[src/rtl/irq_svc_pkg.sv]
package irq_svc_pkg;

    localparam int VEC_W   = 8;
    localparam int DMODE_W = 3;
    localparam int DEST_W  = 8;

    typedef struct packed {
        logic [VEC_W-1:0]   vector;
        logic               level;
        logic [DMODE_W-1:0] dmode;
        logic [DEST_W-1:0]  dest;
    } dlv_fields_t;

    function automatic logic vec_match(input logic [VEC_W-1:0] a, input logic [VEC_W-1:0] b);
        return a == b;
    endfunction

endpackage

[src/rtl/irq_pin_slice.sv]
module irq_pin_slice
    import irq_svc_pkg::*;
(
    input  logic             clk,
    input  logic             rst,
    input  logic             raw,
    input  logic             polarity,
    input  logic             level_trig,
    input  logic             masked,
    input  logic [VEC_W-1:0] vector,
    input  logic             eoi_valid,
    input  logic [VEC_W-1:0] eoi_vector,
    input  logic             eoi_level,
    input  logic             take,
    input  logic             done_inj,
    output logic             req,
    output logic             eoi_match,
    output logic             remote
);
    logic eff, eff_q, rise, edge_pend;

    assign eff       = raw ^ polarity;
    assign rise      = eff & ~eff_q;
    assign eoi_match = eoi_valid & vec_match(vector, eoi_vector);

    always_ff @(posedge clk) begin
        if (rst) begin
            eff_q     <= 1'b0;
            edge_pend <= 1'b0;
            remote    <= 1'b0;
        end else begin
            eff_q     <= eff;
            edge_pend <= ~level_trig & ~masked & ((edge_pend & ~take) | rise);
            if (done_inj && level_trig)
                remote <= 1'b1;
            else if (eoi_match && eoi_level)
                remote <= 1'b0;
        end
    end

    always_comb begin
        if (level_trig)
            req = eff_q & ~masked & ~remote;
        else
            req = edge_pend & ~masked;
    end

    // the arbiter never selects a masked pin
    a_r4_masked_not_taken: assert property (@(posedge clk) disable iff (rst)
        masked |-> !take);

    // a taken edge request without a new edge is gone afterwards
    a_r3_edge_one_shot: assert property (@(posedge clk) disable iff (rst)
        (take && !level_trig && !rise) |=> !edge_pend);

    // level EOI match clears the busy flag unless a completion sets it
    a_r7_eoi_clears: assert property (@(posedge clk) disable iff (rst)
        (eoi_match && eoi_level && !done_inj) |=> !remote);

endmodule

[src/rtl/irq_lowest_arb.sv]
module irq_lowest_arb #(
    parameter int N     = 8,
    localparam int IDX_W = (N > 1) ? $clog2(N) : 1
) (
    input  logic [N-1:0]     req,
    output logic [N-1:0]     grant,
    output logic [IDX_W-1:0] idx,
    output logic             any
);
    always_comb begin
        grant = '0;
        idx   = '0;
        any   = 1'b0;
        for (int i = 0; i < N; i++) begin
            if (req[i] && !any) begin
                grant[i] = 1'b1;
                idx      = IDX_W'(i);
                any      = 1'b1;
            end
        end
    end
endmodule

[src/rtl/irq_pin_service.sv]
module irq_pin_service
    import irq_svc_pkg::*;
#(
    parameter int NUM_PINS = 8,
    parameter int NUM_CPU  = 4,
    localparam int IDX_W   = $clog2(NUM_PINS)
) (
    input  logic                        clk,
    input  logic                        rst,
    input  logic [NUM_PINS-1:0]         pin_raw,
    input  logic [NUM_PINS-1:0]         cfg_polarity,
    input  logic [NUM_PINS-1:0]         cfg_level_trig,
    input  logic [NUM_PINS-1:0]         cfg_mask,
    input  logic [NUM_PINS*VEC_W-1:0]   cfg_vector,
    input  logic [NUM_PINS*DMODE_W-1:0] cfg_dmode,
    input  logic [NUM_PINS*DEST_W-1:0]  cfg_dest,
    input  logic [NUM_CPU-1:0]          cpu_present,
    output logic                        dlv_valid,
    input  logic                        dlv_ready,
    output logic [IDX_W-1:0]            dlv_pin,
    output logic [VEC_W-1:0]            dlv_vector,
    output logic                        dlv_level,
    output logic [DMODE_W-1:0]          dlv_dmode,
    output logic [DEST_W-1:0]           dlv_dest,
    input  logic [NUM_CPU-1:0]          dlv_targets,
    output logic                        inj_valid,
    output logic [NUM_CPU-1:0]          inj_mask,
    input  logic                        eoi_valid,
    input  logic [VEC_W-1:0]            eoi_vector,
    input  logic                        eoi_level,
    output logic [NUM_PINS-1:0]         eoi_hit
);
    localparam logic [NUM_CPU-1:0] CPU0_ONLY = NUM_CPU'(1);

    logic [NUM_PINS-1:0] req_vec, grant, take, done_vec, match_vec, remote_vec;
    logic [IDX_W-1:0]    sel_idx;
    logic                sel_any, busy, done;
    dlv_fields_t         cur, sel_fields;
    logic [NUM_CPU-1:0]  fire_set;

    assign done = busy & dlv_ready;
    assign take = grant & {NUM_PINS{~busy}};

    always_comb begin
        if (dlv_pin == '0)
            fire_set = CPU0_ONLY & cpu_present;
        else
            fire_set = dlv_targets & cpu_present;
    end

    for (genvar i = 0; i < NUM_PINS; i++) begin : g_pin
        assign done_vec[i] = done && (dlv_pin == IDX_W'(i)) && (|fire_set);
        irq_pin_slice u_slice (
            .clk        (clk),
            .rst        (rst),
            .raw        (pin_raw[i]),
            .polarity   (cfg_polarity[i]),
            .level_trig (cfg_level_trig[i]),
            .masked     (cfg_mask[i]),
            .vector     (cfg_vector[i*VEC_W +: VEC_W]),
            .eoi_valid  (eoi_valid),
            .eoi_vector (eoi_vector),
            .eoi_level  (eoi_level),
            .take       (take[i]),
            .done_inj   (done_vec[i]),
            .req        (req_vec[i]),
            .eoi_match  (match_vec[i]),
            .remote     (remote_vec[i])
        );
    end

    irq_lowest_arb #(.N(NUM_PINS)) u_arb (
        .req   (req_vec),
        .grant (grant),
        .idx   (sel_idx),
        .any   (sel_any)
    );

    always_comb begin
        sel_fields.vector = cfg_vector[sel_idx*VEC_W +: VEC_W];
        sel_fields.level  = cfg_level_trig[sel_idx];
        sel_fields.dmode  = cfg_dmode[sel_idx*DMODE_W +: DMODE_W];
        sel_fields.dest   = cfg_dest[sel_idx*DEST_W +: DEST_W];
    end

    always_ff @(posedge clk) begin
        if (rst) begin
            busy      <= 1'b0;
            dlv_pin   <= '0;
            cur       <= '0;
            inj_valid <= 1'b0;
            inj_mask  <= '0;
            eoi_hit   <= '0;
        end else begin
            inj_valid <= done;
            inj_mask  <= done ? fire_set : '0;
            eoi_hit   <= match_vec;
            if (done) begin
                busy <= 1'b0;
            end else if (!busy && sel_any) begin
                busy    <= 1'b1;
                dlv_pin <= sel_idx;
                cur     <= sel_fields;
            end
        end
    end

    assign dlv_valid  = busy;
    assign dlv_vector = cur.vector;
    assign dlv_level  = cur.level;
    assign dlv_dmode  = cur.dmode;
    assign dlv_dest   = cur.dest;

    // a stalled request holds still
    a_r10_hold_stable: assert property (@(posedge clk) disable iff (rst)
        (dlv_valid && !dlv_ready) |=> (dlv_valid && $stable(dlv_pin) && $stable(dlv_vector)
                                       && $stable(dlv_dest) && $stable(dlv_dmode)));

    // a gap follows every completion
    a_r10_gap_after_done: assert property (@(posedge clk) disable iff (rst)
        (dlv_valid && dlv_ready) |=> !dlv_valid);

    // level delivery that injected leaves the pin busy
    a_r5_busy_set: assert property (@(posedge clk) disable iff (rst)
        (dlv_valid && dlv_ready && dlv_level && (|fire_set)) |=> remote_vec[$past(dlv_pin)]);

    // pin 0 reaches CPU 0 only
    a_r11_pin0_cpu0: assert property (@(posedge clk) disable iff (rst)
        (dlv_valid && dlv_ready && dlv_pin == '0) |=> (inj_mask[NUM_CPU-1:1] == '0));

    // injection never names an absent CPU
    a_r12_present_only: assert property (@(posedge clk) disable iff (rst)
        (dlv_valid && dlv_ready) |=> (inj_valid && ((inj_mask & ~$past(cpu_present)) == '0)));

    // hits only follow a message
    a_r8_hit_follows_msg: assert property (@(posedge clk) disable iff (rst)
        (|eoi_hit) |-> $past(eoi_valid));

    // one grant at most
    a_r9_single_grant: assert property (@(posedge clk) disable iff (rst)
        $onehot0(take));

endmodule

[config.mk]
export PLATFORM = sky130hd
export DESIGN_NAME = irq_pin_service
export DESIGN_NICKNAME = d
export VERILOG_FILES = /design/src/rtl/irq_svc_pkg.sv /design/src/rtl/irq_pin_slice.sv /design/src/rtl/irq_lowest_arb.sv /design/src/rtl/irq_pin_service.sv
export SDC_FILE = /design/constraint.sdc
export NUM_CORES = 1
export LEC_CHECK = 0
export BUFFER_PORTS_ARGS = -buffer_cell sky130_fd_sc_hd__buf_2
export CAP_MARGIN = 15
export CORE_MARGIN = 1
export CORE_UTILIZATION = 42
export DETAILED_ROUTE_END_ITERATION = 8
export PLACE_DENSITY = 0.78
export SETUP_SLACK_MARGIN = 0.4
export SLEW_MARGIN = 20
export SYNTH_ARGS = -nofsm -noshare
export SYNTH_HDL_FRONTEND = slang
export SYNTH_HIERARCHICAL = 1
export SYNTH_SLANG_ARGS = --single-unit
export TNS_END_PERCENT = 10
[constraint.sdc]
create_clock -name clk -period 2.05 [get_ports clk]
set_input_delay 0.1025 -clock clk [delete_from_list [all_inputs] [get_ports clk]]
set_output_delay 0.1025 -clock clk [all_outputs]
set_load 0.03 [all_outputs]
# Word-level counts from Yosys, hierarchy flattened
# Cells that the tools add are included.
# totals
regBits,61
latchBits,0
ram_bits,0
romBits,0
inputBits,205
out_inout_bits,37
elab_cells,288
memories,0
# classes
addsub,0
n_mul,1
n_div,0
n_lt_le_gt_ge,1
eq_ne,15
shifts,3
n_mux,49
bitwise,125
reduce_logical,61
# op_table
operator,n
variable part select 64 x 7 -> 8 bit,2
bitwise AND 1 bit,65
== test 8 bit,8
NOT 1 bit,42
2-to-1 mux 1 bit,41
logical AND 1 bit,40
variable part select 24 x 6 -> 3 bit,1
nonzero test 2 bit,8
== test 3 bit (second input constant),4
2-to-1 mux 3 bit,4
bitwise AND 8 bit,1
logical NOT 1 bit,8
OR 1 bit,8
bitwise XOR 1 bit,8
== test 3 x 2 -> 1 bit (second input constant),2
multiplier 3 x 2 -> 5 bit (second input constant),1
bitwise AND 4 bit,1
less-than comparator 3 x 4 -> 1 bit (second input constant),1
2-to-1 mux 2 bit,2
2-to-1 mux 4 bit,1
OR reduction 2 bit,2
OR reduction 4 bit,1
binary-select mux 1 bit (select 3 bit),1
== test 3 x 1 -> 1 bit (second input constant),1
2 further kinds,2

# Logic depth before layout (Yosys ltp)
# depth
depth_word,31
mapped_depth,11
mapped_depth_nobuf,9

# Hierarchy
# Netlist, hierarchy kept.
# by_module_without_submodules
module,n_inst,cells_per_inst,area_each_um2,seq_area_each_um2
irq_pin_service,1,306,2854.0,740.7
irq_pin_slice,8,26,221.5,60.1
irq_lowest_arb,1,22,150.1,0.0

# Worst setup path after synthesis
# No wires, ideal clock.
# synth_timing
path_type,register -> register
start,register g_pin[0].u_slice.remote
end,register cur (netlist bit dlv_dest[0])
setup_ns,0.141
arrival_ns,2.066
required_ns,1.909
slack_ns,-0.157
stages_incl_launch_ff,11
n_path_buf,1
synth_period_minus_slack_ns,2.207
cell_sequence,dfxtp_1 nand3b_1 a21oi_1 nor4_4 and4b_1 a21o_1 nor2_1 clkbuf_1 a22oi_1 a21oi_1 nor3_2
# synth_lines
element,line,text
"start, declared",irq_pin_slice.sv:18,output logic remote
"start signal, assigned",irq_pin_slice.sv:30,remote <= 1'b0;
"start signal, assigned",irq_pin_slice.sv:35,remote <= 1'b1;
"start signal, assigned",irq_pin_slice.sv:37,remote <= 1'b0;
NOT 1 bit (*),irq_pin_slice.sv:43,req = eff_q & ~masked & ~remote;
bitwise AND 1 bit (*),irq_pin_slice.sv:43,
2-to-1 mux 1 bit (*),irq_pin_slice.sv:42,if (level_trig)
net req_vec[0],irq_pin_service.sv:35,"logic [NUM_PINS-1:0] req_vec, grant, take, done_vec, match_vec, remote_vec;"
2-to-1 mux 1 bit (*),irq_lowest_arb.sv:15,if (req[i] && !any) begin
logical NOT 1 bit,irq_lowest_arb.sv:15,
logical AND 1 bit,irq_lowest_arb.sv:15,
2-to-1 mux 1 bit,irq_lowest_arb.sv:15,
[... 12 more ...],n/a,
logical NOT 1 bit,irq_lowest_arb.sv:15,
logical AND 1 bit,irq_lowest_arb.sv:15,
2-to-1 mux 1 bit,irq_lowest_arb.sv:15,
logical NOT 1 bit,irq_lowest_arb.sv:15,
logical AND 1 bit,irq_lowest_arb.sv:15,
2-to-1 mux 3 bit (*),irq_lowest_arb.sv:15,
net sel_idx[0],irq_pin_service.sv:36,logic [IDX_W-1:0] sel_idx;
variable part select 64 x 7 -> 8 bit (*),irq_pin_service.sv:83,sel_fields.dest = cfg_dest[sel_idx*DEST_W +: DEST_W];
"end signal, assigned",irq_pin_service.sv:103,cur <= sel_fields;
"end, declared",irq_pin_service.sv:38,"dlv_fields_t cur, sel_fields;"
# Mark *: on every way through the listed nets, which the timed path passes. The rest lies on a longest branch.
# A chain may end at the register's enable or synchronous reset.

# Worst setup path after layout
# layout_timing
start,register g_pin[2].u_slice.remote
end,register cur (netlist bit dlv_dest[7])
# layout_lines
element,line
"start, declared",irq_pin_slice.sv:18
"start signal, assigned",irq_pin_slice.sv:30
"start signal, assigned",irq_pin_slice.sv:35
"start signal, assigned",irq_pin_slice.sv:37
NOT 1 bit (*),irq_pin_slice.sv:43
bitwise AND 1 bit (*),irq_pin_slice.sv:43
2-to-1 mux 1 bit (*),irq_pin_slice.sv:42
net req_vec[2],irq_pin_service.sv:35
logical AND 1 bit (*),irq_lowest_arb.sv:15
2-to-1 mux 1 bit,irq_lowest_arb.sv:15
logical NOT 1 bit,irq_lowest_arb.sv:15
logical AND 1 bit,irq_lowest_arb.sv:15
[... 7 more ...],n/a
logical NOT 1 bit,irq_lowest_arb.sv:15
logical AND 1 bit,irq_lowest_arb.sv:15
2-to-1 mux 1 bit,irq_lowest_arb.sv:15
logical NOT 1 bit,irq_lowest_arb.sv:15
logical AND 1 bit,irq_lowest_arb.sv:15
2-to-1 mux 3 bit (*),irq_lowest_arb.sv:15
net sel_idx[1],irq_pin_service.sv:36
variable part select 64 x 7 -> 8 bit (*),irq_pin_service.sv:83
# Marked as above.

==> Implementation_results.wiki <==
{| class="wikitable"
! Metric !! Value
|-
| Startpoint of the lowest-slack hold path || cfg_level_trig[2]
|-
| Count of cells along the worst hold path || 2
|-
| Routed len/inst || 17.5 microns
|-
| Max-slew violation total from the final report || 0
|-
| Critical path class || reg -> reg
|-
| Clock Latency Late Sink || 330 ps
|-
| CP bufs+invs || 2
|-
| Post-layout total power || 5000 uW
|-
| Synth-to-layout area growth || 53.5%
|-
| Unrepaired setup endpoints after global routing || true
|-
| Fraction of final layout cells sized beyond drive strength 1 || 0.516
|-
| Clock tree from TritonCTS || done
|-
| Distinct cells, synth || 45
|-
| Number of global-route vias before repair || 4977
|-
| Number of inserted diodes || 0
|-
| Clock transition at the register clock pins on the worst setup and hold paths after CTS || 50 ps
|-
| Final routed wirelength across all metal layers || 17000 microns
|-
| Global-route wire length before repair || 25500 microns
|-
| Cell row count || 38
|-
| Class of the worst hold path || in -> reg
|-
| Maximum number of pins on one net before global-route repair || 38
|-
| Cell Chain, Critical Path || nand3b_1 > a21oi_4 > nor2_2 > a211oi_4 > buf_6 > buf_12 > mux2i_4 > a22oi_1 > a21oi_1 > nor3_2
|-
| Count of flip-flops with a built-in enable after synthesis || 0
|-
| Number of cells on the critical path || 10
|-
| Drt drc || 0
|-
| Starting density of the core || 0.437
|-
| Number of buffers on the longest clock path || 2
|-
| Height of the die || 109 microns
|-
| Critical path's top delay family || compound AO/OA/AOI/OAI gates
|-
| Critical path startpoint category || flip-flop
|-
| Share of the clock period used by the worst path || 1.09
|-
| Hpwl dp || 12700 microns
|-
| Slew @ Worst Pin || 599 ps
|-
| CTS H-tree lvls || 3
|-
| Worst IR drop on VDD || 0.000528 V
|-
| Pre-CTS setup slack || -313 ps
|-
| Number of top-level pins || 242
|-
| Relative slew margins || 0.600
|-
| Crit path max fanout || 7
|-
| Leading cell types by total area after synthesis || sky130_fd_sc_hd__dfxtp_1 26%, sky130_fd_sc_hd__mux2i_1 17%, sky130_fd_sc_hd__xnor2_1 10%
|-
| Area share of the largest cell type after synthesis || 0.256
|-
| Setup Viol. Count Final || 20
|-
| Cell types with the highest counts after synthesis || 80 x sky130_fd_sc_hd__mux2i_1, 61 x sky130_fd_sc_hd__dfxtp_1, 56 x sky130_fd_sc_hd__xnor2_1
|-
| Ys async rst share || 0
|-
| Data required time at the worst endpoint || 2260 ps
|-
| Library cell with the highest instance count after synthesis || sky130_fd_sc_hd__mux2i_1
|-
| Power per cell area || 683 nW/um^2
|-
| Net count of the finished layout || 1029
|-
| Clock root buffer || sky130_fd_sc_hd__clkbuf_16
|-
| Sinks on Clock Net || 61
|-
| Post-Synthesis Net Count || 741
|-
| LEAKAGE || 0.00300 uW
|-
| Min Clock Period, post-route || 2240 ps
|-
| Achievable clock frequency || 446 MHz
|-
| Element type at the critical path end || flip-flop
|-
| Area leader, netlist || sky130_fd_sc_hd__dfxtp_1
|-
| Launch instance of the worst register-to-register path || g_pin[2].u_slice/remote
|-
| Total area of sequential cells || 1230 sq um
|-
| Via count normalized by instance count || 5.41
|-
| GRT Total Usage || 0.282
|-
| Worst setup slack after layout || -191 ps
|-
| Number of DRC violations after detailed-routing iteration 0 || 236
|-
| Result of the run || finished with violations
|-
| Depth of the worst register-to-register path || 10
|-
| Violated checks || setup timing
|-
| Max-cap check violation count || 0
|-
| Final weighted congestion in routability-driven placement || 0.861
|-
| Post-synthesis cell count || 536
|-
| Final cell count without fillers || 969
|-
| Arrival time at the worst endpoint || 2450 ps
|-
| Area taken by multi-input logic gates || 3670 sq um
|-
| Placeable core region || 10900 sq um
|-
| Total grt overflow || 0
|-
| Largest stage delay on the critical path || 320 ps
|-
| Post-synthesis area per instance || 8.91 sq um
|-
| Antenna violations before repair || 0
|-
| WHS || 16.9 ps
|-
| Most used flip-flop cell after synthesis || sky130_fd_sc_hd__dfxtp_1
|-
| Cell with the largest stage delay on the worst path || sky130_fd_sc_hd__dfxtp_2
|-
| Remaining number of nets flagged by the antenna check after routing || 0
|-
| Netlist area before placement || 4780 sq um
|-
| Layout fillers || 871
|-
| Final standard cell utilization of the core || 0.670
|-
| DR vias || 5246
|-
| Warning count from the yosys run || 6
|-
| Clock buffers created by TritonCTS || 9
|-
| Post-Place Cells || 937
|-
| Clk_skew || 6.35 ps
|-
| Final hold violation count || 0
|-
| Post-synthesis sequential area ratio || 0.256
|-
| Post-synthesis sequential element count || 61
|-
| Full die area || 11800 sq um
|-
| Die width || 109 microns
|-
| Pre-Repair DR Iteration Count || 4
|-
| Count of input and output buffers || 241
|-
| Setup crit start || g_pin[2].u_slice/remote
|}
sequential cells by signal, indices dropped and copies added, names as in the netlist:
| signal | flops |
|---|---|
| dlv_dest | 8 |
| eoi_hit | 8 |
| dlv_dmode | 3 |
| inj_valid | 1 |
| dlv_level | 1 |
| inj_mask | 4 |
| dlv_valid | 1 |
| g_pin.u_slice/eff_q | 8 |
| g_pin.u_slice/edge_pend | 8 |
| dlv_vector | 8 |
| g_pin.u_slice/remote | 8 |
| dlv_pin | 3 |
worst reg2reg max path, stage by stage (launching register included):
cell and delay, ps:
sky130_fd_sc_hd__dfxtp_2 320, sky130_fd_sc_hd__nand3b_1 200, sky130_fd_sc_hd__a21oi_4 250, sky130_fd_sc_hd__nor2_2 70, sky130_fd_sc_hd__a211oi_4 300, sky130_fd_sc_hd__buf_6 220
sky130_fd_sc_hd__buf_12 170, sky130_fd_sc_hd__mux2i_4 260, sky130_fd_sc_hd__a22oi_1 110, sky130_fd_sc_hd__a21oi_1 170, sky130_fd_sc_hd__nor3_2 50
stage by stage:
stage,instance area [sq um],setup TNS [ps]
2_1_floorplan,4840,0
3_3_place_gp,6450,-3060
3_5_place_dp,6450,-4010
4_1_cts,7040,-2540
5_1_grt,7330,-5740
6_report,7330,-3160
power breakdown:
group	switching [uW]	leakage, uW	internal (uW)
clock network	565	0.000149	971
registers	77.0	0.000503	1300
logic	1150	0.00235	943
total	1790	0.00300	3210
cell families (layout without fill, tap and decap cells):
family / count (synthesis) / in the layout / synth area share
buf+inv: 41 / 334 / 0.0592
simple gates: 175 / 175 / 0.228
flops: 61 / 61 / 0.256
mux: 80 / 80 / 0.168
compound gates: 107 / 107 / 0.157
xor+xnor: 72 / 72 / 0.132
path summary, 6_finish.rpt:
check	slack, ps	end
setup / recovery	-190	dlv_dest[7]
hold / removal	20	g_pin[2].u_slice/edge_pend
setup reg to reg	-190	dlv_dest[7]
hold reg to reg	520	dlv_dmode[1]
cells in the final DEF, fill, tap and decap left out, drive strengths merged:
| cell type | Yosys | final |
|---|---|---|
| dfxtp | 61 | 61 |
| xor2 | 16 | 16 |
| nor4 | 20 | 20 |
| nand2 | 16 | 16 |
| bufinv | 0 | 1 |
| nand2b | 11 | 11 |
| nand3b | 8 | 8 |
| o311ai | 3 | 3 |
| clkinvlp | 0 | 1 |
| inv | 11 | 12 |
| nor2b | 19 | 19 |
| nor4b | 1 | 1 |
| and3 | 1 | 1 |
| o21ai | 2 | 2 |
| and4b | 1 | 1 |
| or2 | 1 | 1 |
| dlygate4sd3 | 0 | 10 |
| a311oi | 8 | 8 |
| nor3 | 22 | 22 |
| nand3 | 10 | 10 |
| nor3b | 2 | 2 |
| buf | 22 | 295 |
| nor2 | 50 | 50 |
| a22oi | 40 | 40 |
| nand4 | 8 | 8 |
| o2111ai | 1 | 1 |
| o21a | 1 | 1 |
| mux2i | 80 | 80 |
| clkinv | 0 | 3 |
| clkbuf | 8 | 12 |
| xnor2 | 56 | 56 |
| or4 | 1 | 1 |
| a211oi | 1 | 1 |
| and2 | 3 | 3 |
| or2b | 1 | 1 |
| a21oi | 49 | 49 |
| a21boi | 1 | 1 |
| a21o | 1 | 1 |
routing by layer:
metal  up-vias  GRT usage  wire length [microns]
li1       2524          -                      -
met1      2468      0.370                   7390
met2       228      0.484                   8160
met3        26     0.0448                   1130
met4         0     0.0666                    320
met5         -          0                      0
layout make-up:
cell class,instances,area share
Multi-Input combinational cell,434,0.500
Timing Repair Buffer,307,0.262
Sequential cell,61,0.168
Clock buffer,10,0.0326
Tap cell,140,0.0239
Clock inverter,6,0.00836
Inverter,11,0.00563
repair_timing:
action | CTS | global route
setup endpoints to repair | 34 | 38
resized for setup | 38 | 50
setup buffers | 1 | 2
cloned | 1 | 2
pin swaps | 21 | 35
hold endpoints to repair | 8 | 0
hold buffers | 10 | 0
Note: power is estimated with default switching activity, not from simulation.
